===== src/rtl/rp_irq_agg_pkg.sv =====
package rp_irq_agg_pkg;

  // CSR word indices
  localparam int IDX_DOORBELL = 0;
  localparam int IDX_PENDING  = 1;
  localparam int IDX_SUMMARY  = 2;
  localparam int IDX_MASK     = 3;

  // strobes from control to datapath, one cycle each
  typedef struct packed {
    logic wrDoorbell;
    logic wrPendClr;
    logic wrSumClr;
    logic wrMask;
    logic msiHit;
  } agg_strobe_t;

endpackage


===== src/rtl/rp_irq_agg_ctrl.sv =====
module rp_irq_agg_ctrl
  import rp_irq_agg_pkg::*;
#(
  parameter int ADDR_W  = 32,
  parameter int DATA_W  = 32,
  parameter int NUM_VEC = 32,
  parameter int CSR_AW  = 2
) (
  input  logic                          inWrValid,
  input  logic [ADDR_W-1:0]             inWrAddr,
  input  logic [DATA_W-1:0]             inWrData,
  input  logic [ADDR_W-1:0]             dbAddr,
  input  logic                          csrWrEn,
  input  logic [CSR_AW-1:0]             csrAddr,
  output agg_strobe_t                   strobe,
  output logic [$clog2(NUM_VEC)-1:0]    msiVec
);
  localparam int VEC_IDX_W = $clog2(NUM_VEC);

  logic addrMatch;
  logic dataInRange;

  always_comb begin
    addrMatch   = (inWrAddr == dbAddr);
    dataInRange = (inWrData < DATA_W'(NUM_VEC));
    msiVec      = inWrData[VEC_IDX_W-1:0];

    strobe            = '0;
    strobe.msiHit     = inWrValid && addrMatch && dataInRange;
    strobe.wrDoorbell = csrWrEn && (csrAddr == CSR_AW'(IDX_DOORBELL));
    strobe.wrPendClr  = csrWrEn && (csrAddr == CSR_AW'(IDX_PENDING));
    strobe.wrSumClr   = csrWrEn && (csrAddr == CSR_AW'(IDX_SUMMARY));
    strobe.wrMask     = csrWrEn && (csrAddr == CSR_AW'(IDX_MASK));
  end

endmodule


===== src/rtl/rp_irq_agg_dp.sv =====
module rp_irq_agg_dp
  import rp_irq_agg_pkg::*;
#(
  parameter int ADDR_W   = 32,
  parameter int DATA_W   = 32,
  parameter int NUM_VEC  = 32,
  parameter int NUM_INTX = 4,
  parameter int MSI_BIT  = 23,
  parameter int INTX_LSB = 16,
  parameter int CSR_AW   = 2
) (
  input  logic                          clk,
  input  logic                          rstN,
  input  agg_strobe_t                   strobe,
  input  logic [$clog2(NUM_VEC)-1:0]    msiVec,
  input  logic [NUM_INTX-1:0]           intxLevel,
  input  logic [DATA_W-1:0]             csrWrData,
  input  logic [CSR_AW-1:0]             csrAddr,
  output logic [DATA_W-1:0]             csrRdData,
  output logic [ADDR_W-1:0]             dbAddr,
  output logic [NUM_VEC-1:0]            pendVec,
  output logic [DATA_W-1:0]             sumStat,
  output logic [DATA_W-1:0]             maskReg,
  output logic                          irqOut
);
  logic [NUM_VEC-1:0]  vecSet;
  logic                sumMsi;
  logic                maskMsi;
  logic [NUM_INTX-1:0] sumIntx;
  logic [NUM_INTX-1:0] maskIntx;

  assign vecSet = strobe.msiHit ? (NUM_VEC'(1) << msiVec) : '0;

  // doorbell address register
  always_ff @(posedge clk) begin
    if (!rstN) dbAddr <= '0;
    else if (strobe.wrDoorbell) dbAddr <= csrWrData[ADDR_W-1:0];
  end

  // per-vector pending bits: arrival beats clear
  for (genvar v = 0; v < NUM_VEC; v++) begin : g_vec
    always_ff @(posedge clk) begin
      if (!rstN) pendVec[v] <= 1'b0;
      else if (vecSet[v]) pendVec[v] <= 1'b1;
      else if (strobe.wrPendClr && csrWrData[v]) pendVec[v] <= 1'b0;
    end
  end

  // MSI summary flag and its mask
  always_ff @(posedge clk) begin
    if (!rstN) begin
      sumMsi  <= 1'b0;
      maskMsi <= 1'b1;
    end else begin
      if (strobe.msiHit) sumMsi <= 1'b1;
      else if (strobe.wrSumClr && csrWrData[MSI_BIT]) sumMsi <= 1'b0;
      if (strobe.wrMask) maskMsi <= csrWrData[MSI_BIT];
    end
  end

  // legacy line flags and their masks
  for (genvar i = 0; i < NUM_INTX; i++) begin : g_intx
    always_ff @(posedge clk) begin
      if (!rstN) begin
        sumIntx[i]  <= 1'b0;
        maskIntx[i] <= 1'b1;
      end else begin
        if (intxLevel[i]) sumIntx[i] <= 1'b1;
        else if (strobe.wrSumClr && csrWrData[INTX_LSB+i]) sumIntx[i] <= 1'b0;
        if (strobe.wrMask) maskIntx[i] <= csrWrData[INTX_LSB+i];
      end
    end
  end

  always_comb begin
    sumStat                      = '0;
    sumStat[MSI_BIT]             = sumMsi;
    sumStat[INTX_LSB+:NUM_INTX]  = sumIntx;
    maskReg                      = '0;
    maskReg[MSI_BIT]             = maskMsi;
    maskReg[INTX_LSB+:NUM_INTX]  = maskIntx;
  end

  always_comb begin
    unique case (csrAddr)
      CSR_AW'(IDX_DOORBELL): csrRdData = DATA_W'(dbAddr);
      CSR_AW'(IDX_PENDING):  csrRdData = DATA_W'(pendVec);
      CSR_AW'(IDX_SUMMARY):  csrRdData = sumStat;
      default:               csrRdData = maskReg;
    endcase
  end

  assign irqOut = (sumMsi && !maskMsi) || (|(sumIntx & ~maskIntx));

endmodule


===== src/rtl/rp_irq_agg.sv =====
module rp_irq_agg
  import rp_irq_agg_pkg::*;
#(
  parameter int ADDR_W   = 32,
  parameter int DATA_W   = 32,
  parameter int NUM_VEC  = 32,
  parameter int NUM_INTX = 4,
  parameter int MSI_BIT  = 23,
  parameter int INTX_LSB = 16,
  parameter int CSR_AW   = 2
) (
  input  logic                clk,
  input  logic                rstN,
  input  logic                inWrValid,
  input  logic [ADDR_W-1:0]   inWrAddr,
  input  logic [DATA_W-1:0]   inWrData,
  input  logic [NUM_INTX-1:0] intxLevel,
  input  logic                csrWrEn,
  input  logic [CSR_AW-1:0]   csrAddr,
  input  logic [DATA_W-1:0]   csrWrData,
  output logic [DATA_W-1:0]   csrRdData,
  output logic                irqOut
);
  localparam int VEC_IDX_W = $clog2(NUM_VEC);

  agg_strobe_t          strobe;
  logic [VEC_IDX_W-1:0] msiVec;
  logic [ADDR_W-1:0]    dbAddr;
  logic [NUM_VEC-1:0]   pendVec;
  logic [DATA_W-1:0]    sumStat;
  logic [DATA_W-1:0]    maskReg;

  rp_irq_agg_ctrl #(
    .ADDR_W(ADDR_W), .DATA_W(DATA_W), .NUM_VEC(NUM_VEC), .CSR_AW(CSR_AW)
  ) u_ctrl (
    .inWrValid(inWrValid),
    .inWrAddr (inWrAddr),
    .inWrData (inWrData),
    .dbAddr   (dbAddr),
    .csrWrEn  (csrWrEn),
    .csrAddr  (csrAddr),
    .strobe   (strobe),
    .msiVec   (msiVec)
  );

  rp_irq_agg_dp #(
    .ADDR_W(ADDR_W), .DATA_W(DATA_W), .NUM_VEC(NUM_VEC), .NUM_INTX(NUM_INTX),
    .MSI_BIT(MSI_BIT), .INTX_LSB(INTX_LSB), .CSR_AW(CSR_AW)
  ) u_dp (
    .clk      (clk),
    .rstN     (rstN),
    .strobe   (strobe),
    .msiVec   (msiVec),
    .intxLevel(intxLevel),
    .csrWrData(csrWrData),
    .csrAddr  (csrAddr),
    .csrRdData(csrRdData),
    .dbAddr   (dbAddr),
    .pendVec  (pendVec),
    .sumStat  (sumStat),
    .maskReg  (maskReg),
    .irqOut   (irqOut)
  );

endmodule


===== config.mk =====
export PLATFORM = sky130hd
export DESIGN_NAME = rp_irq_agg
export DESIGN_NICKNAME = d
export VERILOG_FILES = /design/src/rtl/rp_irq_agg_pkg.sv /design/src/rtl/rp_irq_agg_ctrl.sv /design/src/rtl/rp_irq_agg_dp.sv /design/src/rtl/rp_irq_agg.sv
export SDC_FILE = /design/constraint.sdc
export NUM_CORES = 1
export LEC_CHECK = 0
export ABC_AREA = 1
export BUFFER_PORTS_ARGS = -buffer_cell sky130_fd_sc_hd__buf_2
export CORE_MARGIN = 3
export CORE_UTILIZATION = 55
export DETAILED_ROUTE_END_ITERATION = 12
export PLACE_DENSITY = 0.89
export SETUP_SLACK_MARGIN = 0.4
export SLEW_MARGIN = 15
export SYNTH_ARGS = -nofsm -noshare
export SYNTH_HDL_FRONTEND = slang
export SYNTH_HIERARCHICAL = 1
export SYNTH_SLANG_ARGS = --single-unit

===== constraint.sdc =====
create_clock -name clk -period 2.92 [get_ports clk]
set_input_delay 0.146 -clock clk [delete_from_list [all_inputs] [get_ports clk]]
set_output_delay 0.146 -clock clk [all_outputs]
set_load 0.03 [all_outputs]

Word-level counts from Yosys, hierarchy flattened
Cells that the tools add are included.
- magnitude comparators: 1
- eq/ne operators: 4
- shifts and indexed selects: 1
- mux-type cells: 76
- bitwise logic cells: 2
- reductions and logical operators: 85
- operator list (operator ; count):
    32-bit case mux with 3 select lines ; 1
    1-bit two-way mux ; 74
    2-bit nonzero test ; 37
    1-bit logical AND ; 44
    32-bit equality test ; 1
    32-bit by 6-bit less-than comparator with 1-bit output, second input constant ; 1
    32-bit two-way mux ; 1
    1-bit by 5-bit left shift with 32-bit output, first input constant ; 1
    4-bit AND ; 1
    2-bit equality test, second input constant ; 2
    4-bit NOT ; 1
    4-bit OR reduction ; 1
    2-bit by 1-bit equality test with 1-bit output, second input constant ; 1
    2-bit zero test ; 1
    1-bit zero test ; 1
    1-bit logical OR ; 1
- register bits after elaboration: 74
- input port bits: 106
- output and inout bits: 33
- logic and storage cells: 212

Logic depth before layout (Yosys ltp)
Gate-level depths: netlist (run 1).
- depth after elaboration: 5
- mapped depth: 13
- gate-level depth less buffers: 12

Hierarchy
The synthesis (run 1) kept the hierarchy.
- by module, submodules not included (module ; instances ; cells an instance ; area an instance (um^2) ; seq. area each (um^2)):
    rp_irq_agg_dp ; 1 ; 490 ; 3669.8 ; 1481.4
    rp_irq_agg_ctrl ; 1 ; 173 ; 743.2 ; 0.0

Worst setup path before layout (run 1)
No wires, ideal clock.
- path type: reg2reg
- start: reg u_dp.dbAddr[14]
- end: reg u_dp.pendVec[0]
- setup time: 0.070 ns
- arrival: 1.408 ns
- required time: 2.850 ns
- setup slack: 1.442 ns
- stages on the path, launching flop included: 14
- path buffers: 1
- period minus slack after synthesis: 1.478 ns
- cells stage by stage: dfxtp_1 -> inv_1 -> nand2_1 -> nand2_1 -> nor2_1 -> nand2_1 -> nor2_1 -> nand3_1 -> nor2_1 -> inv_1 -> nor2_4 -> buf_6 -> nand4_1 -> a21oi_1
- RTL lines (what ; RTL line ; source):
    start, declared ; rp_irq_agg_dp.sv:20 ; output logic [ADDR_W-1:0] dbAddr,
    start signal, assigned ; rp_irq_agg_dp.sv:37 ; else if (strobe.wrDoorbell) dbAddr <= csrWrData[ADDR_W-1:0];
    end signal, assigned by index ; rp_irq_agg_dp.sv:43 ; if (!rstN) pendVec[v] <= 1'b0;
    end signal, assigned by index ; rp_irq_agg_dp.sv:44 ; else if (vecSet[v]) pendVec[v] <= 1'b1;
    end signal, assigned by index ; rp_irq_agg_dp.sv:45 ; else if (strobe.wrPendClr && csrWrData[v]) pendVec[v] <= 1'b0;
    end, declared ; rp_irq_agg_dp.sv:21 ; output logic [NUM_VEC-1:0] pendVec,

==> tab_implementation.tex, run 1 <==
\begin{tabular}{lr}
\hline
Metric & Value \\
\hline
\multicolumn{2}{l}{\textbf{Layout}} \\
Fill count & between 500 and 600 \\
Ratio of cells with drive above 1 in the final layout & a little under a quarter \\
Commonest cells after routing, fill and taps aside & sky130\_fd\_sc\_hd\_\_nand2\_1, sky130\_fd\_sc\_hd\_\_buf\_2, sky130\_fd\_sc\_hd\_\_nor2\_1 \\
N\_diodes & 0 \\
Net count of the finished layout & roughly 830 \\
Area growth from synthesis to layout & 23.0\% \\
Final standard cell utilization of the core & between 70\% and 80\% \\
Most common library cell in the layout ignoring fill and taps & sky130\_fd\_sc\_hd\_\_nand2\_1 \\
\multicolumn{2}{l}{\textbf{Clock network}} \\
Setup fix buffers added after clock tree synthesis & 0 \\
H-tree depth reported by CTS & 3 \\
Number of hold-repair buffers added at the cts stage & 0 \\
CTS sink count & 74 \\
TritonCTS clock tree & yes \\
Clock latency at the later pin of the worst-skew pair & 0.35 ns \\
Clock transition at the registers of the reported paths & roughly 0.080 ns \\
Number of instances resized during post-cts repair & 0 \\
CTS buffer count & 9 \\
Buffer cell driving the clock tree root & sky130\_fd\_sc\_hd\_\_clkbuf\_8 \\
Maximum buffer depth of the clock tree & 2 \\
\multicolumn{2}{l}{\textbf{Floorplan}} \\
Placeable Area & slightly below 0.007 mm2 \\
Die Span X & 91.2 um \\
FP Rows & 30 \\
Initial standard-cell utilization of the core & between 50 and 60\% \\
Count of boundary I/O pins & 139 \\
Vertical die dimension & a little over 90 um \\
Die footprint & 0.00831 mm2 \\
\multicolumn{2}{l}{\textbf{Setup path}} \\
Max stage delay cell, worst path & sky130\_fd\_sc\_hd\_\_dfxtp\_1 \\
R2R cell count & 12 \\
Endpoint of the lowest-slack register-to-register path & u\_dp/pendVec[12]\$\_SDFFE\_PN0P\_ \\
Category of the most critical setup path & reg -> reg \\
Worst path cell trace & inv\_1 -> nand2\_1 -> nand2\_1 -> nor2\_1 -> nand2\_1 -> nor2\_1 -> nand3\_1 -> nor2\_1 -> inv\_1 -> nor2\_4 -> nand4\_1 -> a21oi\_1 \\
Startpoint Class & register \\
Largest stage delay on the critical path & between 0.3 and 0.4 ns \\
Highest fanout seen on the critical path & 16 \\
Launching element of the worst setup path & u\_dp/dbAddr[11]\$\_SDFFE\_PN0P\_ \\
Endpoint kind of the worst setup timing path & register \\
Critical path data required time & approximately 3.2 ns \\
Data arrival time of the worst path & 2.18 ns \\
Start of the worst register-to-register path & u\_dp/dbAddr[11]\$\_SDFFE\_PN0P\_ \\
FF-to-FF setup slack & 1.02 ns \\
\multicolumn{2}{l}{\textbf{Global routing}} \\
Via count of the first global-routing pass & 4160 \\
Wire length of the first global-routing pass & between 15 and 20 mm \\
Largest net degree at the start of global routing & 38 \\
Number of antenna violations at the first check in global routing & 0 \\
Total global routing overflow & 0 \\
GRT Overall Usage & 28.8\% \\
\multicolumn{2}{l}{\textbf{Timing}} \\
Post-route setup slack & about 1.0 ns \\
Tightest Pin Transition & $\sim$0.82 ns \\
Min Hold Slack & between 0.0009 and 0.001 ns \\
Final hold vios & 0 \\
Summed negative setup slack over all endpoints & 0 ns \\
Setup Viol. Count Final & 0 \\
FMAX & roughly 530 MHz \\
Min Tclk post-route & roughly 1.9 ns \\
Post-route fraction of the period consumed by the critical path & between 60\% and 70\% \\
Clock tree skew after final layout & approximately 0.011 ns \\
Relative slew slack & between 40\% and 50\% \\
Unrepaired setup endpoints after global routing & no \\
Count of pins over their slew limit & 0 \\
\multicolumn{2}{l}{\textbf{Route}} \\
Ratio of routed vias to standard cells & $\sim$5.4 \\
DR DRC count & 0 \\
1st-iter DRT viols & roughly 480 \\
Count of TritonRoute iterations in the first routing pass & 6 \\
Detailed-route via count & around 4500 \\
Wire length per cell & roughly 15 um \\
Count of nets left with antenna violations after detail routing & 0 \\
Final Routed Wirelength & between 10 and 15 mm \\
\multicolumn{2}{l}{\textbf{Flow run}} \\
Number of maximum-capacitance violations & 0 \\
\multicolumn{2}{l}{\textbf{Placed design}} \\
Placer's final routability congestion estimate & between 0.8 and 0.9 \\
Port Buffers & $\sim$140 \\
Worst setup slack after placement & between 1 and 1.5 ns \\
Half-perimeter wire length of the detailed placement result & about 9 mm \\
\multicolumn{2}{l}{\textbf{Status}} \\
Run status & finished clean \\
\multicolumn{2}{l}{\textbf{Power}} \\
LEAKAGE & 0.00241 uW \\
Power Total & between 2000 and 2500 uW \\
Power per unit of standard cell area & 486 mW/mm2 \\
Largest vdd supply drop & 0.495 mV \\
\multicolumn{2}{l}{\textbf{Yosys}} \\
Warning count from the yosys run & 6 \\
Post-synthesis net count & roughly 700 \\
Post-Synthesis Cells & a little over 600 \\
Post-Syn Area per Cell & $\sim$6.6 um2 \\
Summed instance area of the synthesized netlist & 0.00399 mm2 \\
\multicolumn{2}{l}{\textbf{Hold path}} \\
Min-Delay Path Class & in -> reg \\
Worst Min Path Start & intxLevel[2] \\
Hold path cells & 3 \\
Sink of the worst hold path & u\_dp/sumStat[18]\$\_SDFFE\_PN0P\_ \\
\hline
\end{tabular}
-- sequential cells by signal (all words and copies together) (netlist names) --
name,cells
u_dp/maskMsi,1
u_dp/pendVec,32
u_dp/dbAddr,32
u_dp/sumStat,4
u_dp/maskReg,4
u_dp/sumMsi,1
-- cell type report --
cell class | instances | area (um2) | area share, %
timing repair buffer | 144 | 736 | 15.0
multi-input combinational | 427 | 2050 | 41.9
tap | 96 | 120 | 2.45
inverter | 72 | 270 | 5.51
sequential | 74 | 1480 | 30.2
clock inverter | 6 | 115 | 2.35
clock buffer | 10 | 128 | 2.60
-- power by group --
group          internal (uW)  leakage, uW  switching, uW
Clock                    571     0.000117            396
Combinational            129      0.00169            221
Sequential              1040     0.000602           26.1
Total                   1740      0.00241            643
-- critical path, delay by kind of cell (launching register included) --
kind | cells | cell delay (ns)
flops | 1 | 0.39
simple gates | 9 | 1.13
compound gates | 1 | 0.16
buf+inv | 2 | 0.16
-- layer usage --
layer | share of wire (%) | global-route usage, %
met1 | 39 | 35.7
met2 | 49 | 49.4
met3 | 9.2 | 5.30
met4 | 3.0 | 11.2
met5 | 0 | 0
-- metrics by stage --
step | cell area [um2] | instances
global route | 4900 | 829
CTS | 4900 | 829
finish | 4900 | 829
global placement | 4660 | 813
detailed placement | 4660 | 813
floorplan | 3990 | 606
-- worst max path at each step --
stage	slack (ns)	end
after floorplan	1.44	u_dp/pendVec[0]$_SDFFE_PN0P_
after global placement	1.12	u_dp/pendVec[4]$_SDFFE_PN0P_
after detailed placement	1.05	u_dp/pendVec[4]$_SDFFE_PN0P_
after CTS	1.02	u_dp/pendVec[10]$_SDFFE_PN0P_
after global routing	0.85	u_dp/pendVec[4]$_SDFFE_PN0P_
final	1.02	u_dp/pendVec[12]$_SDFFE_PN0P_
No activity file was read; power rests on OpenSTA's default activity.
==> inputs of run 2 (changes only) <==
- ABC_AREA: 1 -> 0
- CORE_UTILIZATION: 55 -> 52
- PLACE_DENSITY: 0.89 -> 0.85
- clock period: 2.92 -> 1.75 ns (I/O delays scaled with it)
==> tab_implementation.tex, run 2 <==
\begin{tabular}{lr}
\hline
Metric & Value \\
\hline
\multicolumn{2}{l}{\textbf{Setup path}} \\
Max stage delay cell, worst path & sky130\_fd\_sc\_hd\_\_dfxtp\_2 \\
Largest stage delay on the critical path & 0.36 ns (-0.03 ns) \\
Critical path data required time & 2.03 ns (-1.17 ns) \\
Worst path cell trace & xnor2\_2 -> nand4\_1 -> nor4\_2 -> and3\_4 -> buf\_12 -> nand2\_8 -> nor2\_4 -> buf\_6 -> a32o\_1 \\
Data arrival time of the worst path & 2.20 ns (+0.02 ns) \\
Startpoint Class & register \\
Category of the most critical setup path & reg -> reg \\
Endpoint kind of the worst setup timing path & register \\
Highest fanout seen on the critical path & 4 (-12) \\
\multicolumn{2}{l}{\textbf{Layout}} \\
Area growth from synthesis to layout & 36.0\% \\
Final Instance Count excl. Fillers & 657 (-21\%) \\
Ratio of cells with drive above 1 in the final layout & 43.7\% (+20 points) \\
Regs by FF count & u\_dp/dbAddr (32), u\_dp/pendVec (32) \\
Net count of the finished layout & 662 (-21\%) \\
Fill count & 489 (-18\%) \\
Most common library cell in the layout ignoring fill and taps & sky130\_fd\_sc\_hd\_\_buf\_2 \\
Commonest cells after routing, fill and taps aside & sky130\_fd\_sc\_hd\_\_buf\_2, sky130\_fd\_sc\_hd\_\_mux2i\_1, sky130\_fd\_sc\_hd\_\_dfxtp\_1 \\
N\_diodes & 0 (unchanged) \\
\multicolumn{2}{l}{\textbf{Floorplan}} \\
Count of boundary I/O pins & 139 (unchanged) \\
Vertical die dimension & 92.7 um (+1.7\%) \\
FP Rows & 30 (unchanged) \\
Die footprint & 0.00860 mm2 (+3.5\%) \\
Die Span X & 92.7 um (+1.7\%) \\
Placeable Area & 0.00706 mm2 (+2.2\%) \\
Initial standard-cell utilization of the core & 55.4\% (-2.3 points) \\
\multicolumn{2}{l}{\textbf{Clock network}} \\
H-tree depth reported by CTS & 3 (unchanged) \\
Maximum buffer depth of the clock tree & 2 (unchanged) \\
CTS sink count & 74 (unchanged) \\
CTS buffer count & 9 (unchanged) \\
Clock transition at the registers of the reported paths & 0.09 ns (about the same) \\
Clock latency at the later pin of the worst-skew pair & 0.34 ns (about the same) \\
Buffer cell driving the clock tree root & sky130\_fd\_sc\_hd\_\_clkbuf\_8 \\
TritonCTS clock tree & yes \\
\multicolumn{2}{l}{\textbf{Flow run}} \\
Number of maximum-capacitance violations & 0 (unchanged) \\
\multicolumn{2}{l}{\textbf{Route}} \\
Final Routed Wirelength & 13.1 mm (+6.8\%) \\
Routed wl met3 & 1.30 mm (+15\%) \\
Count of nets left with antenna violations after detail routing & 0 (unchanged) \\
DRT met1 WL & 4.79 mm (+0.99\%) \\
Detailed-route via count & 3841 (-15\%) \\
Highest metal layer used by the detailed router & met4 \\
DR DRC count & 0 (unchanged) \\
Wire length per cell & 19.9 um (+35\%) \\
Ratio of routed vias to standard cells & 5.85 (+7.7\%) \\
1st-iter DRT viols & 404 (-15\%) \\
Count of TritonRoute iterations in the first routing pass & 8 (+2) \\
DR WL met2 & 6.42 mm (+7.2\%) \\
\multicolumn{2}{l}{\textbf{Placed design}} \\
Placed instance count & 629 (-23\%) \\
Placer's final routability congestion estimate & 0.903 (+2.1\%) \\
Port Buffers & 138 (unchanged) \\
Half-perimeter wire length of the detailed placement result & 8.66 mm (-3.1\%) \\
Worst setup slack after placement & -0.295 ns (-1.35 ns) \\
\multicolumn{2}{l}{\textbf{Timing}} \\
Final hold vios & 0 (unchanged) \\
Count of pins over their slew limit & 0 (unchanged) \\
Setup Viol. Count Final & 33 (+33) \\
Tightest Pin Transition & 0.516 ns (-0.301 ns) \\
FMAX & 522 MHz (-0.76\%) \\
Min Tclk post-route & 1.92 ns (+0.0145 ns) \\
Summed negative setup slack over all endpoints & -4.59 ns (-4.59 ns) \\
Unrepaired setup endpoints after global routing & yes \\
Relative slew slack & 65.6\% (+20 points) \\
Post-route setup slack & -0.166 ns (-1.18 ns) \\
Min Hold Slack & 0.0189 ns (+0.0179 ns) \\
Post-route fraction of the period consumed by the critical path & 109\% (+44 points) \\
Clock tree skew after final layout & 0.0116 ns (+0.00108 ns) \\
\multicolumn{2}{l}{\textbf{Global routing}} \\
Wire length of the first global-routing pass & 19.2 mm (-1.7\%) \\
Via count of the first global-routing pass & 3901 (-6.2\%) \\
GRT Overall Usage & 28.5\% (-0.30 points) \\
Total global routing overflow & 0 (unchanged) \\
Number of antenna violations at the first check in global routing & 0 (unchanged) \\
Largest net degree at the start of global routing & 53 (+39\%) \\
\multicolumn{2}{l}{\textbf{Power}} \\
Sw Ratio & 25.5\% (-1.5 points) \\
Power Total & 3980 uW (+67\%) \\
Seq pwr share & 44.1\% (-0.6 points) \\
Largest vdd supply drop & 0.490 mV (-1.1\%) \\
Fraction of power consumed by the clock network & 40.2\% (-0.4 points) \\
Cell Int Power & 2970 uW (+71\%) \\
Combinational share of power & 15.7\% (+1.0 points) \\
LEAKAGE & 0.00223 uW (-7.3\%) \\
Power per unit of standard cell area & 748 mW/mm2 (+54\%) \\
Switch Pwr & 1020 uW (+58\%) \\
\multicolumn{2}{l}{\textbf{Hold path}} \\
Min-Delay Path Class & in -> reg \\
\multicolumn{2}{l}{\textbf{Yosys}} \\
Post-Syn Area per Cell & 9.80 um2 (+49\%) \\
Post-Synthesis Cells & 399 (-34\%) \\
Post-synthesis net count & 505 (-29\%) \\
Summed instance area of the synthesized netlist & 0.00391 mm2 (-1.9\%) \\
Warning count from the yosys run & 6 (unchanged) \\
\multicolumn{2}{l}{\textbf{Status}} \\
Failing checks & negative setup slack \\
Run status & finished, violations left \\
\hline
\end{tabular}
run 2: final timing paths:
path         cells past startpoint                           from  slack (ns)                             to
min reg2reg                      2  u_dp/maskReg[18]$_SDFFE_PN1P_        0.50  u_dp/maskReg[18]$_SDFFE_PN1P_
min                              3                   csrWrData[9]        0.02    u_dp/dbAddr[9]$_SDFFE_PN0P_
max reg2reg                      9    u_dp/dbAddr[4]$_SDFFE_PN0P_       -0.17  u_dp/pendVec[18]$_SDFFE_PN0P_
max                              9    u_dp/dbAddr[4]$_SDFFE_PN0P_       -0.17  u_dp/pendVec[18]$_SDFFE_PN0P_
run 2: layer usage:
metal / global-route usage [%] / vias up
met5: 0 / -
met4: 14.0 / 0
met3: 6.34 / 56
met2: 50.0 / 251
met1: 32.5 / 1803
li1: - / 1731
run 2: what timing repair did:
item,CTS,global route
setup endpoints to repair,39,55
endpoints found under the hold margin,4,0
hold buffers,4,0
pin swaps,19,13
buffers inserted,6,2
gates resized for setup,46,22
run 2: cell type report:
type	instances	area, um2	area share [%]
Clock buffer	9	124	2.33
Clock inverter	7	118	2.21
Inverter	5	18.8	0.353
Multi-Input combinational cell	290	2350	44.1
Sequential cell	74	1510	28.3
Tap cell	96	120	2.26
Timing Repair Buffer	176	1090	20.4
run 2: metrics by stage:
step	util [%]	area, um2
after floorplan	-	3940
after global routing	75.4	5320
after global placement	66.9	4720
after detailed placement	66.9	4720
after CTS	74.0	5230
final	75.4	5320
run 2: critical path: cells and delay by family (launching register included):
kind / cells / cell delay, ns
simple gates: 5 / 0.94
flops: 1 / 0.36
buf+inv: 2 / 0.24
xor+xnor: 1 / 0.19
compound gates: 1 / 0.11
run 2: power by group through the flow:
stage          Sequential [uW]  Clock (uW)  Combinational (uW)
3_3_place_gp              1790           0                 549
2_1_floorplan             1780           0                 339
3_5_place_dp              1790           0                 557
6_report                  1760        1600                 627
4_1_cts                   1750        1600                 602
5_1_grt                   1760        1690                 664
